**config.mk**
```make
export PLATFORM = sky130hd
export DESIGN_NAME = ihc_sha1_core
export DESIGN_NICKNAME = d
export VERILOG_FILES = /design/src/rtl/ihc_pkg.sv /design/src/rtl/ihc_sha1_core.sv
export SDC_FILE = /design/constraint.sdc
export NUM_CORES = 2
export LEC_CHECK = 0
export CORE_MARGIN = 5
export CORE_UTILIZATION = 39
export DETAILED_ROUTE_END_ITERATION = 12
export GPL_TIMING_DRIVEN = 1
export PLACE_DENSITY = 0.68
export SYNTH_ARGS = -nofsm -noshare
export SYNTH_HDL_FRONTEND = slang
export SYNTH_SLANG_ARGS = --single-unit
```
**constraint.sdc**
```tcl
create_clock -name clk -period 6.8 [get_ports clk]
set_clock_uncertainty 0.1 [all_clocks]
set_input_delay 0.68 -clock clk [delete_from_list [all_inputs] [get_ports clk]]
set_output_delay 0.68 -clock clk [all_outputs]
set_load 0.02 [all_outputs]
```
**src/rtl/ihc_pkg.sv**
```systemverilog
package ihc_pkg;

  localparam logic [31:0] IV_A = 32'h67452301;
  localparam logic [31:0] IV_B = 32'hEFCDAB89;
  localparam logic [31:0] IV_C = 32'h98BADCFE;
  localparam logic [31:0] IV_D = 32'h10325476;
  localparam logic [31:0] IV_E = 32'hC3D2E1F0;

  function automatic logic [31:0] rotl(input logic [31:0] x, input int unsigned n);
    rotl = (x << n) | (x >> (32 - n));
  endfunction

  function automatic logic [31:0] mix_fn(input logic [6:0] t, input logic [31:0] b,
                                         input logic [31:0] c, input logic [31:0] d);
    if (t < 7'd20)      mix_fn = (b & c) | (~b & d);
    else if (t < 7'd40) mix_fn = b ^ c ^ d;
    else if (t < 7'd60) mix_fn = (b & c) | (b & d) | (c & d);
    else                mix_fn = b ^ c ^ d;
  endfunction

  function automatic logic [31:0] round_const(input logic [6:0] t);
    if (t < 7'd20)      round_const = 32'h5A827999;
    else if (t < 7'd40) round_const = 32'h6ED9EBA1;
    else if (t < 7'd60) round_const = 32'h8F1BBCDC;
    else                round_const = 32'hCA62C1D6;
  endfunction

  function automatic logic [31:0] next_a(input logic [6:0] t, input logic [31:0] a,
                                         input logic [31:0] b, input logic [31:0] c,
                                         input logic [31:0] d, input logic [31:0] e,
                                         input logic [31:0] w);
    next_a = rotl(a, 5) + mix_fn(t, b, c, d) + e + round_const(t) + w;
  endfunction

  // Word idx of the padded message whose data length is len words; data is the
  // candidate instruction word for that slot.
  function automatic logic [31:0] pad_word(input int unsigned idx, input int unsigned len,
                                           input logic [31:0] data);
    if (idx == 15)           pad_word = 32'(len * 32);
    else if (idx < len)      pad_word = data;
    else if (idx == len)     pad_word = 32'h8000_0000;
    else                     pad_word = 32'h0;
  endfunction

endpackage

```
**src/rtl/ihc_sha1_core.sv**
```systemverilog
module ihc_sha1_core (
  input  logic         clk,
  input  logic         rst_n,
  input  logic         start,
  input  logic [511:0] msg,
  output logic         busy,
  output logic         done,
  output logic [159:0] digest
);
  import ihc_pkg::*;
  typedef enum logic [1:0] {ST_IDLE, ST_RUN, ST_FIN} core_st_e;

  core_st_e    st;
  logic [6:0]  rnd;
  logic [31:0] a, b, c, d, e;
  logic [31:0] win [16];
  logic [31:0] sched_new;
  logic        last_round;

  assign busy       = (st != ST_IDLE);
  assign done       = (st == ST_FIN);
  assign last_round = (st == ST_RUN) && (rnd == 7'd79);
  assign sched_new  = rotl(win[13] ^ win[8] ^ win[2] ^ win[0], 1);
  assign digest     = {a + IV_A, b + IV_B, c + IV_C, d + IV_D, e + IV_E};

  always_ff @(posedge clk) begin
    if (!rst_n) begin
      st  <= ST_IDLE;
      rnd <= '0;
    end else begin
      case (st)
        ST_IDLE: if (start) begin st <= ST_RUN; rnd <= '0; end
        ST_RUN:  begin
          rnd <= rnd + 1'b1;
          if (last_round) st <= ST_FIN;
        end
        default: st <= ST_IDLE;
      endcase
    end
  end

  always_ff @(posedge clk) begin
    if (st == ST_IDLE && start) begin
      a <= IV_A; b <= IV_B; c <= IV_C; d <= IV_D; e <= IV_E;
      for (int i = 0; i < 16; i++) win[i] <= msg[511 - 32*i -: 32];
    end else if (st == ST_RUN) begin
      a <= next_a(rnd, a, b, c, d, e, win[0]);
      b <= a;
      c <= rotl(b, 30);
      d <= c;
      e <= d;
      for (int i = 0; i < 15; i++) win[i] <= win[i + 1];
      win[15] <= sched_new;
    end
  end

  assert_start_runs_R2: assert property (@(posedge clk) disable iff (!rst_n)
    (start && !busy) |=> (busy && !done));
  assert_done_one_cycle_R9: assert property (@(posedge clk) disable iff (!rst_n)
    done |=> !busy);
  assert_fin_after_80_R2: assert property (@(posedge clk) disable iff (!rst_n)
    last_round |=> done);
endmodule

```
## Word-level counts from Yosys, hierarchy flattened

Memory sizes are Yosys's and may differ from the RTL's.
Index checks and enable logic that the tools add are counted.

- Register bits: 169
- Bits in writable memories: 512
- Word-level logic and storage cells: 101
- Memories kept: 1

- Add/subtract/negate cells: 10
- Order comparisons: 3
- Equal/unequal tests: 5
- Mux-type cells: 36
- Bitwise operators: 32
- Reductions and logical operators: 7

Memories:

| name | words | bits a word | rd ports | clocked after memory_dff | write ports | line | source |
|---|---|---|---|---|---|---|---|
| win | 16 | 32 | 16 | 0 | 16 | ihc_sha1_core.sv:16 | `logic [31:0] win [16];` |

Operator list:

| operator | count |
|---|---|
| 32-bit 2-to-1 mux | 25 |
| 32-bit XOR | 5 |
| 32-bit adder | 4 |
| 32-bit AND | 4 |
| 32-bit adder (second input constant) | 3 |
| 32-bit OR | 3 |
| 32-bit by 29-bit adder with 32-bit output (second input constant) | 1 |
| 32-bit by 31-bit adder with 32-bit output (second input constant) | 1 |
| 32-bit inverter | 1 |
| 32-bit by 1-bit OR with 32-bit output | 1 |
| 32-bit by 30-bit OR with 32-bit output | 1 |
| 32-bit by 5-bit OR with 32-bit output | 1 |
| 31-bit 2-to-1 mux | 1 |
| 1-bit OR | 16 |
| 7-bit by 6-bit less-than comparator with 1-bit output (second input constant) | 2 |
| 7-bit one-hot mux with 2 select lines | 1 |
| 7-bit by 1-bit adder with 7-bit output (second input constant) | 1 |
| 7-bit equality test (second input constant) | 1 |
| 7-bit by 5-bit less-than comparator with 1-bit output (second input constant) | 1 |
| 7-bit 2-to-1 mux | 1 |
| 1-bit 2-to-1 mux | 5 |
| 2-bit 2-to-1 mux | 2 |
| 2-bit != test (second input constant) | 2 |
| 2-bit one-hot mux with 2 select lines | 1 |
| 6 further kinds | 9 |

## Logic depth before layout (Yosys ltp)

- Depth after elaboration: 12
- Gate-level depth with buffers: 24
- Gate-level depth less buffers: 23

## Worst setup path after synthesis

OpenSTA, ideal clock, no wires.

- Path type: input-to-reg
- Start point: in start
- End point: mem win[0][0] (enable)
- Arrival time: 6.463 ns
- Required time: 6.064 ns
- Path slack: -0.399 ns
- Cell stages on the path: 4
- Buffers on the path: 1
- Cells stage by stage: and2_1 -> clkbuf_8 -> nor2_2 -> inv_2

RTL lines:

| what | line | source |
|---|---|---|
| start, declared | ihc_sha1_core.sv:4 | `input logic start,` |
| end, declared | ihc_sha1_core.sv:16 |  |

## Worst setup path in the final report

- Start point: reg rnd[4]
- End point: reg a[27]

- Cells in the longest elaborated chain, start to end: 10
- Elaborated cells on any way between the ends: 17
- Classes of those cells: add/sub: 4; order compare: 3; mux: 10

Ends and longest elaborated chain:

| what | line | source |
|---|---|---|
| start, declared | ihc_sha1_core.sv:14 | `logic [6:0] rnd;` |
| start signal, assigned | ihc_sha1_core.sv:34 | `rnd <= rnd + 1'b1;` |
| 7-bit by 6-bit less-than comparator with 1-bit output | ihc_pkg.sv:17, ihc_pkg.sv:24 |  |
| 32-bit 2-to-1 mux | ihc_pkg.sv:17 | `else if (t < 7'd60) mix_fn = (b & c) \| (b & d) \| (c & d);` |
| 32-bit 2-to-1 mux | ihc_pkg.sv:16 | `else if (t < 7'd40) mix_fn = b ^ c ^ d;` |
| 32-bit 2-to-1 mux | ihc_pkg.sv:15 | `if (t < 7'd20) mix_fn = (b & c) \| (~b & d);` |
| 32-bit 2-to-1 mux | ihc_sha1_core.sv:46 | `end else if (st == ST_RUN) begin` |
| 32-bit 2-to-1 mux | ihc_sha1_core.sv:43 | `if (st == ST_IDLE && start) begin` |
| 32-bit adder (2 in series) | ihc_pkg.sv:32 | `next_a = rotl(a, 5) + mix_fn(t, b, c, d) + e + round_const(t) + w;` |
| 32-bit adder (*) (2 in series) | ihc_pkg.sv:32 |  |
| end signal, assigned | ihc_sha1_core.sv:47 | `a <= next_a(rnd, a, b, c, d, e, win[0]);` |
| end, declared | ihc_sha1_core.sv:15 | `logic [31:0] a, b, c, d, e;` |

Mark *: on every way between the ends. The rest lies on a longest branch, timed or not. The select of a mux whose other input is x is not followed.
A chain may end at the register's enable or synchronous reset.

==> results.py <==
metrics = {
    "global_route": {
        "grt_max_degree": 166,
        "grtUsageTotal_pct": 23.9,
        "grt_remaining_overflow": 0,
        "grt_pass1_vias": 28700,
        "grt_first_pass_wirelength_mm": 179,
        "antenna_found_initial": 65,
    },
    "critical_path": {
        "crit_slowest_cell": "fa_1",
        "end_kind": "register",
        "cp_slowest_stage_delay_ps": 510,
        "cp.arrival_ps": 6120,
        "cp_top_family": "adder cells",
        "worst-path-buf-inv": 5,
        "crit_path_cell_trace": "a41oi_2, inv_2, nor2_4, inv_2, nand2_2, inv_2, a221oi_1, fa_1, fa_1, fa_1, inv_1, ha_1, inv_1, fa_1, nor2b_1, o2111ai_2, nand4_1, a22o_2, o211ai_2, a31oi_1, or3_1, a32o_1",
        "startpoint_type": "register",
        "crit_fanout": 17,
        "required_ps": 7210,
        "criticalPathCategory": "reg2reg",
        "cp_common_cell": "fa_1",
    },
    "layout": {
        "layout_common_cells": "nand2_1 (1651), clkdlybuf4s50_1 (676), edfxtp_1 (512)",
        "multi_input_area_mm2": 0.0159,
        "final_common_cell": "nand2_1",
        "drive_gt1_share_pct": 4.03,
        "final_nets": 5209,
        "num-fill-cells": 8574,
        "seq_area_mm2": 0.0188,
        "area_growth_syn_to_layout_pct": 28.5,
        "instances_no_fill": 5875,
    },
    "clock_tree": {
        "clock_sinks": 681,
        "cts_max_level": 3,
        "ctsHoldBuffers": 0,
        "cts_buffer_depth": 3,
        "cts_tree": "done",
        "clock_latency_ps": 640,
        "cts_root_buf": "clkbuf_16",
        "cts.clk_slew.worst_paths_ps": 70,
        "cts-resized-gates": 0,
        "cts-buffers-inserted": 77,
        "cts_setup_buffers": 0,
    },
    "route": {
        "met2_length_mm": 57.5,
        "wl_met3_mm": 11.8,
        "met1_length_mm": 49.4,
        "routed_wl_mm": 123,
        "dr.first_iter.drc_count": 2550,
        "drc": 0,
        "vias": 29500,
        "top_layer_used": "met5",
        "final_antenna_net_count": 0,
        "viasPerCell": 5.02,
        "dr.pass1.iters": 5,
        "avgRoutedWirePerCell_um": 20.9,
    },
    "die": {
        "die_h_um": 315,
        "initial_utilization_pct": 39.1,
        "io_pins": 677,
        "coreArea_mm2": 0.0929,
        "die-width_um": 315,
        "die-area_mm2": 0.0994,
        "rows": 112,
    },
    "sta": {
        "period_share_pct": 84.0,
        "tightest_slew_ps": 1060,
        "drv_slew": 0,
        "hold_viol_final": 0,
        "fin_hold_ws_ps": 392,
        "setup-violations-final": 0,
        "max_clock_freq_mhz": 175,
        "relSlewSlack_pct": 29.2,
        "rsz0062_at_grt": "false",
        "setup_tns_ps": 0,
        "min_period_ps": 5710,
    },
    "synth": {
        "netlist-cell-type-count": 82,
        "seq_area_frac_synth_pct": 51.6,
        "yosys.area_share.simple_pct": 21.0,
        "synth_xor_xnor_area_share_pct": 6.31,
        "yosys.area_share.adder_pct": 8.05,
        "synth_nets": 4641,
        "synth-seq-cells": 681,
        "synthCells": 3964,
        "muxShareOfSynthArea_pct": 0.881,
        "synth_area_leader_cell": "edfxtp_1",
        "synth_compound_area_share_pct": 7.45,
        "ys.warnings.count": 0,
        "synth-edff-count": 512,
        "synth_top_family_by_area": "simple AND/OR/NAND/NOR gates",
        "yosys-top-cells-area": "edfxtp_1 (42%), nand2_1 (17%), dfxtp_1 (9.3%)",
        "syn_area_per_cell_um2": 9.17,
        "synthesis.area_mm2": 0.0364,
        "synth_top_area_share_pct": 42.3,
        "async_reset_ff_share_pct": 0,
        "ys.flop_type": "edfxtp_1",
    },
    "outcome": {
        "status": "completed",
    },
    "placed_design": {
        "portBuffers": 676,
        "dp_hpwl_mm": 92.4,
        "place.gp.congestion": 0.880,
        "dp_cells": 5707,
    },
    "pwr": {
        "power_density_mw_per_mm2": 405,
        "irDropWorstVdd_v": 0.000265,
        "leakage_uw": 0.0195,
    },
    "hold_path": {
        "hold_class": "reg2reg",
    },
    "flow_run": {
        "cap_violations": 0,
    },
}
cell type report:
type                       count  area share, %
inverter                     223           1.83
clock buffer                 101           4.60
multi-input combinational   2845           34.0
timing repair buffer         704           15.1
sequential                   681           40.2
clock inverter                40          0.734
antenna                       27          0.145
tap                         1254           3.36
Yosys cell counts (5+ instances only):
library cell	number
nor3_1	16
nand2_1	1652
o21a_1	11
o21ai_1	26
ha_1	42
o21bai_1	6
buf_1	5
a221oi_1	15
a22oi_1	5
or3_1	6
and3_1	9
buf_4	6
nand2b_1	13
a31oi_1	25
dfxtp_1	169
and2_1	6
clkbuf_1	188
o211ai_1	9
nand4_1	7
inv_2	6
a21oi_1	80
nand3_1	53
o21ai_0	162
o221a_2	10
edfxtp_1	512
xnor2_1	202
a211oi_1	5
a21boi_1	5
a21o_1	16
fa_1	120
o22ai_1	6
o221ai_1	5
inv_1	216
buf_2	11
o31ai_1	13
nor2_1	170
xor2_1	60
mux2i_1	32
worst paths after layout:
kind	cells past startpoint	startpoint	slack [ps]	endpoint
setup / recovery	22	rnd[4]	1090	a[27]
hold / removal	2	win[3][91]	390	win[3][59]
setup reg to reg	22	rnd[4]	1090	a[27]
hold reg to reg	2	win[3][91]	390	win[3][59]
cells by family (layout without fill, tap and decap cells):
| group | Yosys count | count (layout) |
|---|---|---|
| compound gates | 435 | 435 |
| xor+xnor | 262 | 262 |
| fa+ha+maj | 162 | 162 |
| buf+inv | 438 | 1068 |
| flops | 681 | 681 |
| mux | 32 | 32 |
| other cells | 0 | 27 |
| simple gates | 1954 | 1954 |
power breakdown:
part / leakage, uW / switching (uW) / internal (uW) / total, uW
clock network: 0.00121 / 1790 / 2360 / 4150
logic: 0.0118 / 5050 / 3760 / 8810
registers: 0.00651 / 661 / 5290 / 5950
total: 0.0195 / 7500 / 11400 / 18900
flip-flops by register name (all words and copies together) (netlist names):
name	cells
c	32
a	32
e	32
win	512
st	2
b	32
rnd	7
d	32
worst register-to-register path, stage by stage, from the launching register on:
cell and delay [ps]:
dfxtp_1 410, a41oi_2 360, inv_2 130, nor2_4 130, inv_2 50, nand2_2 70, inv_2 150, a221oi_1 370
fa_1 510, fa_1 510, fa_1 510, inv_1 50, ha_1 200, inv_1 90, fa_1 220, nor2b_1 80
o2111ai_2 220, nand4_1 190, a22o_2 340, o211ai_2 210, a31oi_1 120, or3_1 320, a32o_1 250
routing by layer:
| metal | up-vias | track usage, % |
|---|---|---|
| li1 | 14100 | - |
| met4 | 48 | 8.31 |
| met5 | - | 0 |
| met2 | 1236 | 38.4 |
| met3 | 227 | 6.99 |
| met1 | 13900 | 31.1 |
stage by stage:
| stage | utilization (%) | worst slack, ps | power [uW] | instance area, um2 |
|---|---|---|---|---|
| 2_1_floorplan | - | 1540 | 11900 | 36400 |
| 3_3_place_gp | 47.5 | 1210 | 14600 | 44200 |
| 3_5_place_dp | 47.5 | 1150 | 14700 | 44200 |
| 4_1_cts | 50.2 | 1100 | 19000 | 46600 |
| 5_1_grt | 50.3 | 814 | 20200 | 46700 |
| 6_report | 50.3 | 1090 | 18900 | 46700 |
No activity file was read; power rests on OpenSTA's default activity.
